--- src/rtl/hq_pkg.sv ---
package hq_pkg;
  localparam int ID_W    = 4;
  localparam int NONCE_W = 32;
  localparam int MAX_ID  = 4;

  localparam logic [3:0] OP_JOB  = 4'h7;
  localparam logic [3:0] OP_READ = 4'h8;

  typedef struct packed {
    logic [ID_W-1:0]    id;
    logic [NONCE_W-1:0] nonce;
  } result_t;
endpackage

--- src/rtl/hq_fifo.sv ---
module hq_fifo #(
  parameter int W     = 8,
  parameter int DEPTH = 2
) (
  input  logic         clk,
  input  logic         rst_n,
  input  logic         clr,
  input  logic         push,
  input  logic         pop,
  input  logic [W-1:0] din,
  output logic [W-1:0] dout,
  output logic         empty,
  output logic         push_ok
);
  localparam int PW = (DEPTH > 1) ? $clog2(DEPTH) : 1;
  localparam int CW = $clog2(DEPTH + 1);

  logic [W-1:0]  mem [DEPTH];
  logic [PW-1:0] rd_ptr, wr_ptr, rd_ptr_nx, wr_ptr_nx;
  logic [CW-1:0] count, count_nx;
  logic          do_pop;

  function automatic logic [PW-1:0] ptr_inc(input logic [PW-1:0] p);
    return (p == PW'(DEPTH - 1)) ? '0 : p + 1'b1;
  endfunction

  always_comb begin
    do_pop    = pop && (count != '0) && !clr;
    push_ok   = push && !clr && ((count != CW'(DEPTH)) || do_pop);
    rd_ptr_nx = rd_ptr;
    wr_ptr_nx = wr_ptr;
    count_nx  = count;
    if (clr) begin
      rd_ptr_nx = '0;
      wr_ptr_nx = '0;
      count_nx  = '0;
    end else begin
      if (do_pop)  rd_ptr_nx = ptr_inc(rd_ptr);
      if (push_ok) wr_ptr_nx = ptr_inc(wr_ptr);
      if (push_ok && !do_pop)      count_nx = count + 1'b1;
      else if (do_pop && !push_ok) count_nx = count - 1'b1;
    end
  end

  always_ff @(posedge clk or negedge rst_n) begin
    if (!rst_n) begin
      rd_ptr <= '0;
      wr_ptr <= '0;
      count  <= '0;
    end else begin
      rd_ptr <= rd_ptr_nx;
      wr_ptr <= wr_ptr_nx;
      count  <= count_nx;
    end
  end

  always_ff @(posedge clk) begin
    if (push_ok) mem[wr_ptr] <= din;
  end

  assign dout  = mem[rd_ptr];
  assign empty = (count == '0);
endmodule

--- src/rtl/hq_runner.sv ---
module hq_runner
  import hq_pkg::*;
#(
  parameter int PAY_W = 448
) (
  input  logic               clk,
  input  logic               rst_n,
  input  logic               clr,
  input  logic               job_avail,
  input  logic [ID_W-1:0]    job_id_in,
  input  logic [PAY_W-1:0]   job_pay_in,
  input  logic               step,
  input  logic               hit,
  output logic               job_take,
  output logic               run,
  output logic [ID_W-1:0]    cur_id,
  output logic [PAY_W-1:0]   cur_pay,
  output logic [NONCE_W-1:0] nonce,
  output logic               hit_push,
  output result_t            hit_res
);
  logic               run_nx, last_step;
  logic [NONCE_W-1:0] nonce_nx;

  always_comb begin
    job_take  = !run && job_avail && !clr;
    last_step = run && step && (nonce == '1);
    hit_push  = run && step && hit;
    hit_res   = '{id: cur_id, nonce: nonce};

    run_nx = run;
    if (clr)            run_nx = 1'b0;
    else if (job_take)  run_nx = 1'b1;
    else if (last_step) run_nx = 1'b0;

    nonce_nx = nonce;
    if (job_take)         nonce_nx = job_pay_in[NONCE_W-1:0];
    else if (run && step) nonce_nx = nonce + 1'b1;
  end

  always_ff @(posedge clk or negedge rst_n) begin
    if (!rst_n) begin
      run    <= 1'b0;
      nonce  <= '0;
      cur_id <= '0;
    end else begin
      run   <= run_nx;
      nonce <= nonce_nx;
      if (job_take) cur_id <= job_id_in;
    end
  end

  always_ff @(posedge clk) begin
    if (job_take) cur_pay <= job_pay_in;
  end
endmodule

--- src/rtl/hq_reader.sv ---
module hq_reader
  import hq_pkg::*;
(
  input  logic               clk,
  input  logic               rst_n,
  input  logic               clr,
  input  logic [7:0]         chip_addr,
  input  logic               rd_req,
  input  logic [15:0]        rd_cmd,
  input  logic [NONCE_W-1:0] rd_nonce_in,
  input  logic               res_avail,
  input  result_t            res_head,
  output logic               res_take,
  output logic               rsp_valid,
  output logic [15:0]        rsp_cmd,
  output logic [NONCE_W-1:0] rsp_nonce
);
  logic               for_us;
  logic [15:0]        cmd_nx;
  logic [NONCE_W-1:0] nonce_nx;

  always_comb begin
    for_us = rd_req && (rd_cmd[15:12] == 4'h0) && (rd_cmd[11:8] == OP_READ) &&
             ((rd_cmd[7:0] == 8'h00) || (rd_cmd[7:0] == chip_addr));
    res_take = for_us && res_avail && !clr;
    if (res_take) begin
      cmd_nx   = {res_head.id, OP_READ, chip_addr};
      nonce_nx = res_head.nonce;
    end else begin
      cmd_nx   = rd_cmd;
      nonce_nx = rd_nonce_in;
    end
  end

  always_ff @(posedge clk or negedge rst_n) begin
    if (!rst_n) begin
      rsp_valid <= 1'b0;
      rsp_cmd   <= '0;
      rsp_nonce <= '0;
    end else begin
      rsp_valid <= rd_req;
      if (rd_req) begin
        rsp_cmd   <= cmd_nx;
        rsp_nonce <= nonce_nx;
      end
    end
  end
endmodule

--- src/rtl/hq_work_queues.sv ---
module hq_work_queues
  import hq_pkg::*;
#(
  parameter int DATA_W    = 128,
  parameter int MID_W     = 256,
  parameter int TGT_W     = 32,
  parameter int JOB_SLOTS = 2,
  parameter int RES_SLOTS = 5
) (
  input  logic                             clk,
  input  logic                             rst_n,
  input  logic [7:0]                       chip_addr,
  input  logic                             job_wr_valid,
  input  logic [15:0]                      job_wr_cmd,
  input  logic [DATA_W+MID_W+TGT_W+32-1:0] job_wr_payload,
  output logic                             job_wr_ok,
  output logic                             eng_run,
  output logic [3:0]                       eng_job_id,
  output logic [DATA_W-1:0]                eng_data,
  output logic [MID_W-1:0]                 eng_midstate,
  output logic [TGT_W-1:0]                 eng_target,
  output logic [31:0]                      eng_nonce,
  input  logic                             eng_step,
  input  logic                             eng_hit,
  input  logic                             rd_req,
  input  logic [15:0]                      rd_cmd,
  input  logic [31:0]                      rd_nonce_in,
  output logic                             rsp_valid,
  output logic [15:0]                      rsp_cmd,
  output logic [31:0]                      rsp_nonce,
  input  logic                             clr_jobs,
  input  logic                             clr_results,
  output logic                             res_ovf
);
  localparam int PAY_W  = DATA_W + MID_W + TGT_W + NONCE_W;
  localparam int JOB_W  = ID_W + PAY_W;
  localparam int RES_W  = $bits(result_t);
  localparam int TGT_LO = NONCE_W;
  localparam int MID_LO = TGT_LO + TGT_W;
  localparam int DAT_LO = MID_LO + MID_W;

  // reset: asserted asynchronously, released on a clock edge
  logic [1:0] rst_sync;
  logic       rst_q_n;
  always_ff @(posedge clk or negedge rst_n) begin
    if (!rst_n) rst_sync <= '0;
    else        rst_sync <= {rst_sync[0], 1'b1};
  end
  assign rst_q_n = rst_sync[1];

  // job admission
  logic [ID_W-1:0]  wr_id;
  logic             wr_legal, inq_push_ok, inq_empty, job_take;
  logic [JOB_W-1:0] inq_head;
  logic [PAY_W-1:0] cur_pay;

  always_comb begin
    wr_id    = job_wr_cmd[15:12];
    wr_legal = job_wr_valid && (job_wr_cmd[11:8] == OP_JOB) &&
               (wr_id != '0) && (wr_id <= ID_W'(MAX_ID)) &&
               (job_wr_cmd[7:0] == chip_addr);
  end

  hq_fifo #(.W(JOB_W), .DEPTH(JOB_SLOTS)) u_jobq (
    .clk(clk), .rst_n(rst_q_n), .clr(clr_jobs),
    .push(wr_legal), .pop(job_take), .din({wr_id, job_wr_payload}),
    .dout(inq_head), .empty(inq_empty), .push_ok(inq_push_ok)
  );

  logic    hit_push;
  result_t hit_res;

  hq_runner #(.PAY_W(PAY_W)) u_run (
    .clk(clk), .rst_n(rst_q_n), .clr(clr_jobs),
    .job_avail(!inq_empty), .job_id_in(inq_head[JOB_W-1 -: ID_W]),
    .job_pay_in(inq_head[PAY_W-1:0]), .step(eng_step), .hit(eng_hit),
    .job_take(job_take), .run(eng_run), .cur_id(eng_job_id),
    .cur_pay(cur_pay), .nonce(eng_nonce), .hit_push(hit_push), .hit_res(hit_res)
  );

  assign eng_data     = cur_pay[DAT_LO +: DATA_W];
  assign eng_midstate = cur_pay[MID_LO +: MID_W];
  assign eng_target   = cur_pay[TGT_LO +: TGT_W];

  // result side
  logic             res_push_ok, res_empty, res_take;
  logic [RES_W-1:0] res_head_raw;

  hq_fifo #(.W(RES_W), .DEPTH(RES_SLOTS)) u_resq (
    .clk(clk), .rst_n(rst_q_n), .clr(clr_results),
    .push(hit_push), .pop(res_take), .din(hit_res),
    .dout(res_head_raw), .empty(res_empty), .push_ok(res_push_ok)
  );

  hq_reader u_rd (
    .clk(clk), .rst_n(rst_q_n), .clr(clr_results), .chip_addr(chip_addr),
    .rd_req(rd_req), .rd_cmd(rd_cmd), .rd_nonce_in(rd_nonce_in),
    .res_avail(!res_empty), .res_head(result_t'(res_head_raw)),
    .res_take(res_take), .rsp_valid(rsp_valid), .rsp_cmd(rsp_cmd), .rsp_nonce(rsp_nonce)
  );

  logic ovf_nx, ok_nx;
  always_comb begin
    ovf_nx = res_ovf;
    if (clr_results)                   ovf_nx = 1'b0;
    else if (hit_push && !res_push_ok) ovf_nx = 1'b1;
    ok_nx = inq_push_ok;
  end

  always_ff @(posedge clk or negedge rst_q_n) begin
    if (!rst_q_n) begin
      res_ovf   <= 1'b0;
      job_wr_ok <= 1'b0;
    end else begin
      res_ovf   <= ovf_nx;
      job_wr_ok <= ok_nx;
    end
  end
endmodule

--- config.mk ---
export PLATFORM = sky130hd
export DESIGN_NAME = hq_work_queues
export DESIGN_NICKNAME = d
export VERILOG_FILES = /design/src/rtl/hq_pkg.sv /design/src/rtl/hq_fifo.sv /design/src/rtl/hq_runner.sv /design/src/rtl/hq_reader.sv /design/src/rtl/hq_work_queues.sv
export SDC_FILE = /design/constraint.sdc
export NUM_CORES = 1
export LEC_CHECK = 0
export CELL_PAD_IN_SITES_DETAIL_PLACEMENT = 0
export CELL_PAD_IN_SITES_GLOBAL_PLACEMENT = 1
export CORE_AREA = 2 2 404 406
export CTS_CLUSTER_DIAMETER = 50
export DETAILED_ROUTE_END_ITERATION = 10
export DIE_AREA = 0 0 406 408
export GPL_TIMING_DRIVEN = 0
export PLACE_DENSITY = 0.77
export SLEW_MARGIN = 20
export SYNTH_ARGS = -nofsm -noshare
export SYNTH_HDL_FRONTEND = slang
export SYNTH_SLANG_ARGS = --single-unit
--- constraint.sdc ---
create_clock -name clk -period 2.8 [get_ports clk]
set_input_delay 0.28 -clock clk [delete_from_list [all_inputs] [get_ports clk]]
set_output_delay 0.28 -clock clk [all_outputs]
set_load 0.005 [all_outputs]
== After elaboration in Yosys (flattened, before gate mapping) ==
Memory sizes are Yosys's and may differ from the RTL's.
Index checks and enable logic that the tools add are counted.

* Register bits after elaboration: 551
* Bits of input ports: 528
* Output and inout port bits: 504
* RAM bits: 1,084
* Word-level logic and storage cells: 123
* Memories kept: 2

* Magnitude comparators: 1
* Reductions and logical operators: 55
* Mux-type cells: 31
* Add/sub/neg operators: 9
* Equal/unequal tests: 9

{| class="wikitable"
|+ Memories
! memory !! words !! width !! rd ports !! clocked after Yosys merged registers in !! write ports !! line !! text
|-
| u_jobq.mem || 2 || 452 || 1 || 0 || 1 || hq_fifo.sv:18 || <nowiki>logic [W-1:0] mem [DEPTH];</nowiki>
|-
| u_resq.mem || 5 || 36 || 1 || 0 || 1 || hq_fifo.sv:18 ||
|}

{| class="wikitable"
|+ Operators with widths
! cell !! number
|-
| 2-to-1 mux 32 bit || 3
|-
| adder 32 x 1 -> 32 bit, second input constant || 1
|-
| equality test 32 bit, second input constant || 1
|-
| logical AND 1 bit || 27
|-
| 2-to-1 mux 3 bit || 9
|-
| equality test 8 bit || 2
|-
| 2-to-1 mux 16 bit || 1
|-
| 2-to-1 mux 1 bit || 15
|-
| nonzero test 2 bit || 7
|-
| nonzero test 3 bit || 4
|-
| adder 3 x 1 -> 3 bit, second input constant || 3
|-
| logical NOT 1 bit || 9
|-
| logical NOT 8 bit || 1
|-
| equality test 3 bit, second input constant || 2
|-
| 2-to-1 mux 2 bit || 3
|-
| equality test 4 x 3 -> 1 bit, second input constant || 1
|-
| equality test 4 bit, second input constant || 1
|-
| less-or-equal comparator 4 x 3 -> 1 bit, second input constant || 1
|-
| logical NOT 4 bit || 1
|-
| nonzero test 4 bit || 1
|-
| logical NOT 3 bit || 1
|-
| logical OR 1 bit || 3
|-
| != test 3 bit, second input constant || 1
|-
| subtractor 3 x 1 -> 3 bit, second input constant || 1
|-
| other kinds (5) || 6
|}

== Longest topological paths before layout ==
* Word-level depth: 15
* Depth in mapped cells: 11

== Cells and area by module ==
From an unflattened synthesis, not the netlist that was laid out.

* Cells, all modules: 2,757
* Area total of the unflattened synthesis: 58,836.4 µm²

{| class="wikitable"
|+ Modules (own cells, without submodules)
! module !! area each (µm²) !! instances !! cells each
|-
| hq_fifo at u_jobq || 32,839.0 || 1 || 1,432
|-
| hq_runner || 15,752.6 || 1 || 709
|-
| hq_fifo at u_resq || 7,374.6 || 1 || 341
|-
| hq_reader || 2,613.8 || 1 || 250
|-
| hq_work_queues || 256.5 || 1 || 25
|}

== Worst setup path after synthesis ==
OpenSTA, ideal clock, no wires.

* Path kind: reg-to-reg
* From: register u_run.run
* To: memory u_jobq.mem[0][0] (netlist name), enable pin
* Path buffers: 1
* Setup slack: -18.532 ns
* Stages on the path, launching flop included: 6
* Data arrival time: 20.052 ns
* Cells stage by stage: dfrtp_1 > clkbuf_1 > or3_1 > clkinv_1 > o21ai_0 > nor2_1

* Word-level cells in the longest chain between the ends: 9

{| class="wikitable"
|+ Ends and longest elaborated chain
! what !! line !! text
|-
| from (decl) || hq_runner.sv:15 || <nowiki>output logic run,</nowiki>
|-
| from (signal assigned) || hq_runner.sv:47 || <nowiki>run <= run_nx;</nowiki>
|-
| logical NOT 1 bit || hq_runner.sv:26 || <nowiki>job_take = !run && job_avail && !clr;</nowiki>
|-
| logical AND 1 bit (2 in series) || hq_runner.sv:26 ||
|-
| logical AND 1 bit (2 in series) || hq_fifo.sv:28 || <nowiki>do_pop = pop && (count != '0) && !clr;</nowiki>
|-
| logical OR 1 bit || hq_fifo.sv:29 || <nowiki>push_ok = push && !clr && ((count != CW'(DEPTH)) || do_pop);</nowiki>
|-
| logical AND 1 bit || hq_fifo.sv:29 ||
|-
| 2-to-1 mux 1 bit || hq_fifo.sv:58 || <nowiki>if (push_ok) mem[wr_ptr] <= din;</nowiki>
|-
| 2-to-1 mux 1 bit (implied by the code) || hq_fifo.sv:58 ||
|-
| to (decl) || hq_fifo.sv:18 ||
|}

No other way between the ends.

== Worst setup path in the final report ==
* From: input chip_addr[4]
* To: memory u_jobq.mem[0][132] (netlist name), enable pin

* Word-level cells in the longest chain between the ends: 6

{| class="wikitable"
|+ Ends and longest elaborated chain
! what !! line !! text
|-
| from (decl) || hq_work_queues.sv:12 || <nowiki>input logic [7:0] chip_addr,</nowiki>
|-
| equality test 8 bit || hq_work_queues.sv:61 || <nowiki>(job_wr_cmd[7:0] == chip_addr);</nowiki>
|-
| logical AND 1 bit || hq_work_queues.sv:60 || <nowiki>(wr_id != '0) && (wr_id <= ID_W'(MAX_ID)) &&</nowiki>
|-
| logical AND 1 bit (2 in series) || hq_fifo.sv:29 ||
|-
| 2-to-1 mux 1 bit || hq_fifo.sv:58 ||
|-
| 2-to-1 mux 1 bit (implied by the code) || hq_fifo.sv:58 ||
|}

No other way between the ends.

==> run_results.csv <==
group,metric,value,unit
setup_path,startpoint_type,"primary input",
setup_path,ff2ff_setup_slack,0.13,ns
global_routing,grtUsageTotal,0.1974,
timing,relSlewSlack,0.3669,
clock_tree,cts_tree,"yes",
logic_synthesis,synthesis.area,0.05700,sq mm
route,antenna_left,0,
place,placedCellCount,5979,
power_and_ir_drop,p_sw_frac,0.2053,
clock_tree,clkSinkCount,1603,
timing,final.period_utilization,0.9773,
route,wl_per_cell,25.00,microns
cells_and_area,final_net_count,4893,
setup_path,cp-end-kind,"register",
clock_tree,root_buffer,"clkbuf_16",
floorplanning,rows,148,
route,viasPerCell,4.776,
power_and_ir_drop,power.density,626.2,mW/mm^2
floorplanning,die_h,408,microns
setup_path,criticalPathCategory,"in2reg",
setup_path,crit_required,3.33,ns
place,place_ws,-2.113,ns
global_routing,grt_max_degree,81,
logic_synthesis,synth_edf_count,1500,
logic_synthesis,seq_area_frac_synth,0.8355,
cells_and_area,drive_gt1_frac,0.2001,
global_routing,grt_pass1_wl,234300,microns
floorplanning,initial_core_util,0.3526,
cells_and_area,stdcell_count,6694,
run_status,status,"finished, final reports clean",
setup_path,crit_arrival,3.26,ns
logic_synthesis,syn_nets,3240,
route,dr.pass1.iters,5,
logic_synthesis,syn_avg_cell_area,21.06,sq um
clock_tree,cts_made_buffers,175,
power_and_ir_drop,seqPwrFrac,0.515,
logic_synthesis,async_flop_share,0.06425,
floorplanning,ios,1032,
power_and_ir_drop,p_total,51.07,mW
route,drc,0,
logic_synthesis,synth_ff_type,"edfxtp_1",
global_routing,grt_pass1_vias,33750,
global_routing,antenna_found_initial,39,
floorplanning,dieArea,0.1656,sq mm
logic_synthesis,synth-seq-cells,1603,
clock_tree,clk_latency,0.82,ns
route,totalWireLength,167400,microns
power_and_ir_drop,leakage,27.06,nW
power_and_ir_drop,pwr-share-comb,0.036,
timing,finClkSkew,0.03850,ns
logic_synthesis,synthDistinctLibCells,49,
power_and_ir_drop,max-vdd-ir-drop,0.0005885,V
setup_path,cp_max_fo,19,
clock_tree,htreeDepth,4,
timing,hold_violations,0,
floorplanning,die_w,406,microns
power_and_ir_drop,p_clk_frac,0.449,
logic_synthesis,yosys_warnings,0,
timing,period_minus_slack,2.737,ns
cells_and_area,post-route-util,0.5044,
timing,holdWs,0.06946,ns
global_routing,grt_overflow_total,0,
cells_and_area,area_delta_synth_final,43.06,%
power_and_ir_drop,internal-power,40.59,mW
timing,finalWorstSetupSlack,0.06348,ns
floorplanning,core,0.1617,sq mm
route,vias,31970,
timing,worst_slew_pin_slew,0.9497,ns
timing,drv_slew,0,
place,port_buffers,1031,
job,cap_violations,0,
timing,timing.fmax,365.4,MHz
timing,setup_violations,0,
clock_tree,clk_pin_slew,0.06,ns
logic_synthesis,synth_cells,2706,
worst_hold_path,hp-class,"in2reg",
clock_tree,cts_buffer_depth,3,
power_and_ir_drop,p_sw,10.48,mW
route,drt_iter0_markers,2314,
place,place_hpwl,117400,microns
place,gp_congestion,0.8508,
-- registers in the layout (all words and copies together), names as in the netlist --
register / count
u_run.run: 1
u_resq.rd_ptr: 3
u_rd.rsp_cmd: 16
u_jobq.count: 2
u_run.cur_pay: 416
u_rd.rsp_nonce: 32
u_jobq.wr_ptr: 1
rst_sync: 2
u_run.nonce: 32
u_jobq.rd_ptr: 1
job_wr_ok: 1
u_resq.mem: 180
u_run.cur_id: 4
u_jobq.mem: 904
u_rd.rsp_valid: 1
u_resq.wr_ptr: 3
u_resq.count: 3
res_ovf: 1
-- power groups by stage --
stage	Sequential, mW	Clock [mW]	Combinational (mW)
after floorplan	26.8	0	0.171
after global placement	26.8	0	1.28
after detailed placement	26.8	0	1.36
after CTS	26.3	23.3	1.84
after global routing	26.3	24.3	1.94
final	26.3	22.9	1.84
-- repair_timing --
| item | in CTS | in global routing |
|---|---|---|
| endpoints found under the setup margin | 1373 | 217 |
| hold buffers | 343 | 0 |
| pin swaps | 6 | 3 |
| gates cloned | 18 | 2 |
| endpoints found under the hold margin | 670 | 0 |
| gates resized for setup | 21 | 10 |
| buffers inserted | 19 | 17 |
-- metal layers --
metal	GRT usage	share of wire
met1	0.2126	0.36
met2	0.3408	0.51
met3	0.08233	0.10
met4	0.08005	0.038
met5	0	0.00045
-- path summary, 6_finish.rpt --
path	startpoint	end	cells after the start
max	chip_addr[4]	u_jobq.mem[0][132]	13
min in group asynchronous	rst_sync[1]	u_rd.rsp_cmd[8]	0
min reg2reg	rst_sync[1]	u_rd.rsp_cmd[8]	0
max reg2reg	u_run.run	u_jobq.mem[0][132]	12
max in group asynchronous	rst_sync[1]	u_run.nonce[3]	2
min	job_wr_payload[130]	u_jobq.mem[1][130]	1
-- cells in the mapped netlist, drive strengths merged (2+ instances only) --
library cell / n / share of area
nor4: 14 / 0.0015
inv: 48 / 0.0032
mux2: 456 / 0.090
xnor2: 21 / 0.0032
o21ai: 15 / 0.0013
nand2b: 5 / 0.00055
a21oi: 33 / 0.0029
or3: 4 / 0.00044
buf: 20 / 0.0018
ha: 5 / 0.0011
and4: 6 / 0.00092
nor2: 38 / 0.0025
dfrtp: 103 / 0.045
and2: 2 / 0.00022
nand2: 82 / 0.0054
clkbuf: 81 / 0.0053
a31oi: 14 / 0.0015
mux2i: 21 / 0.0037
nor2b: 19 / 0.0021
nor3: 19 / 0.0017
or4: 2 / 0.00026
a211oi: 18 / 0.0024
o211ai: 6 / 0.00079
o31ai: 3 / 0.00040
nand4: 10 / 0.0011
xor2: 22 / 0.0034
and3: 3 / 0.00033
nand3: 50 / 0.0044
o221ai: 33 / 0.0051
mux4: 36 / 0.014
edfxtp: 1500 / 0.79
nand3b: 2 / 0.00026
-- critical path, stage by stage --
cell and delay [ns]:
clkdlybuf4s50_1 0.52, xor2_1 0.24, nor4_2 0.53, and4_1 0.33, o21ai_4 0.11, nor2_4 0.13
buf_12 0.14, buf_16 0.13, buf_16 0.13, buf_16 0.17, buf_16 0.17, buf_16 0.17
buf_16 0.17
-- per-stage QoR --
stage / area, sq um / TNS [ns]
2_1_floorplan: 57120 / -6501.07
3_3_place_gp: 70160 / -
3_5_place_dp: 71660 / -1633.32
4_1_cts: 81320 / -0.1037
5_1_grt: 81530 / -0.0003006
6_report: 81540 / 0
-- layout make-up --
| type | count | area [sq um] |
|---|---|---|
| tap | 2175 | 2721 |
| sequential | 1603 | 47630 |
| inverter | 49 | 196.4 |
| multi-input combinational | 953 | 8911 |
| timing repair buffer | 1479 | 15800 |
| clock buffer | 206 | 4558 |
| fill | 12960 | 80120 |
| buffer | 98 | 465.4 |
| antenna | 17 | 42.54 |
| clock inverter | 114 | 1225 |
-- layout by cell type (no fill, tap or decap), types with 34 or more instances in the layout --
cell and n:
mux2_2 456, nor2_1 34, dfrtp_1 101, clkdlybuf4s50_1 1031, clkbuf_1 93, buf_4 34
clkbuf_16 179, nand3_1 50, edfxtp_1 1500, nand2_1 82, inv_1 48, clkinv_1 34
mux4_2 36, dlygate4sd3_1 343
-- cell families (layout without fill, tap and decap cells) --
family,Yosys count,in the layout,synth area share
adders and majority gates,6,6,0.001449
AOI/OAI and AO/OA,129,129,0.01556
buffers and inverters,150,1946,0.01040
other,1,18,0.00006579
muxes,513,513,0.1080
and+or+nand+nor,261,261,0.02243
xor gates and xnor gates,43,43,0.006607
DFF,1603,1603,0.8355
(Power assumes the default switching activity.)
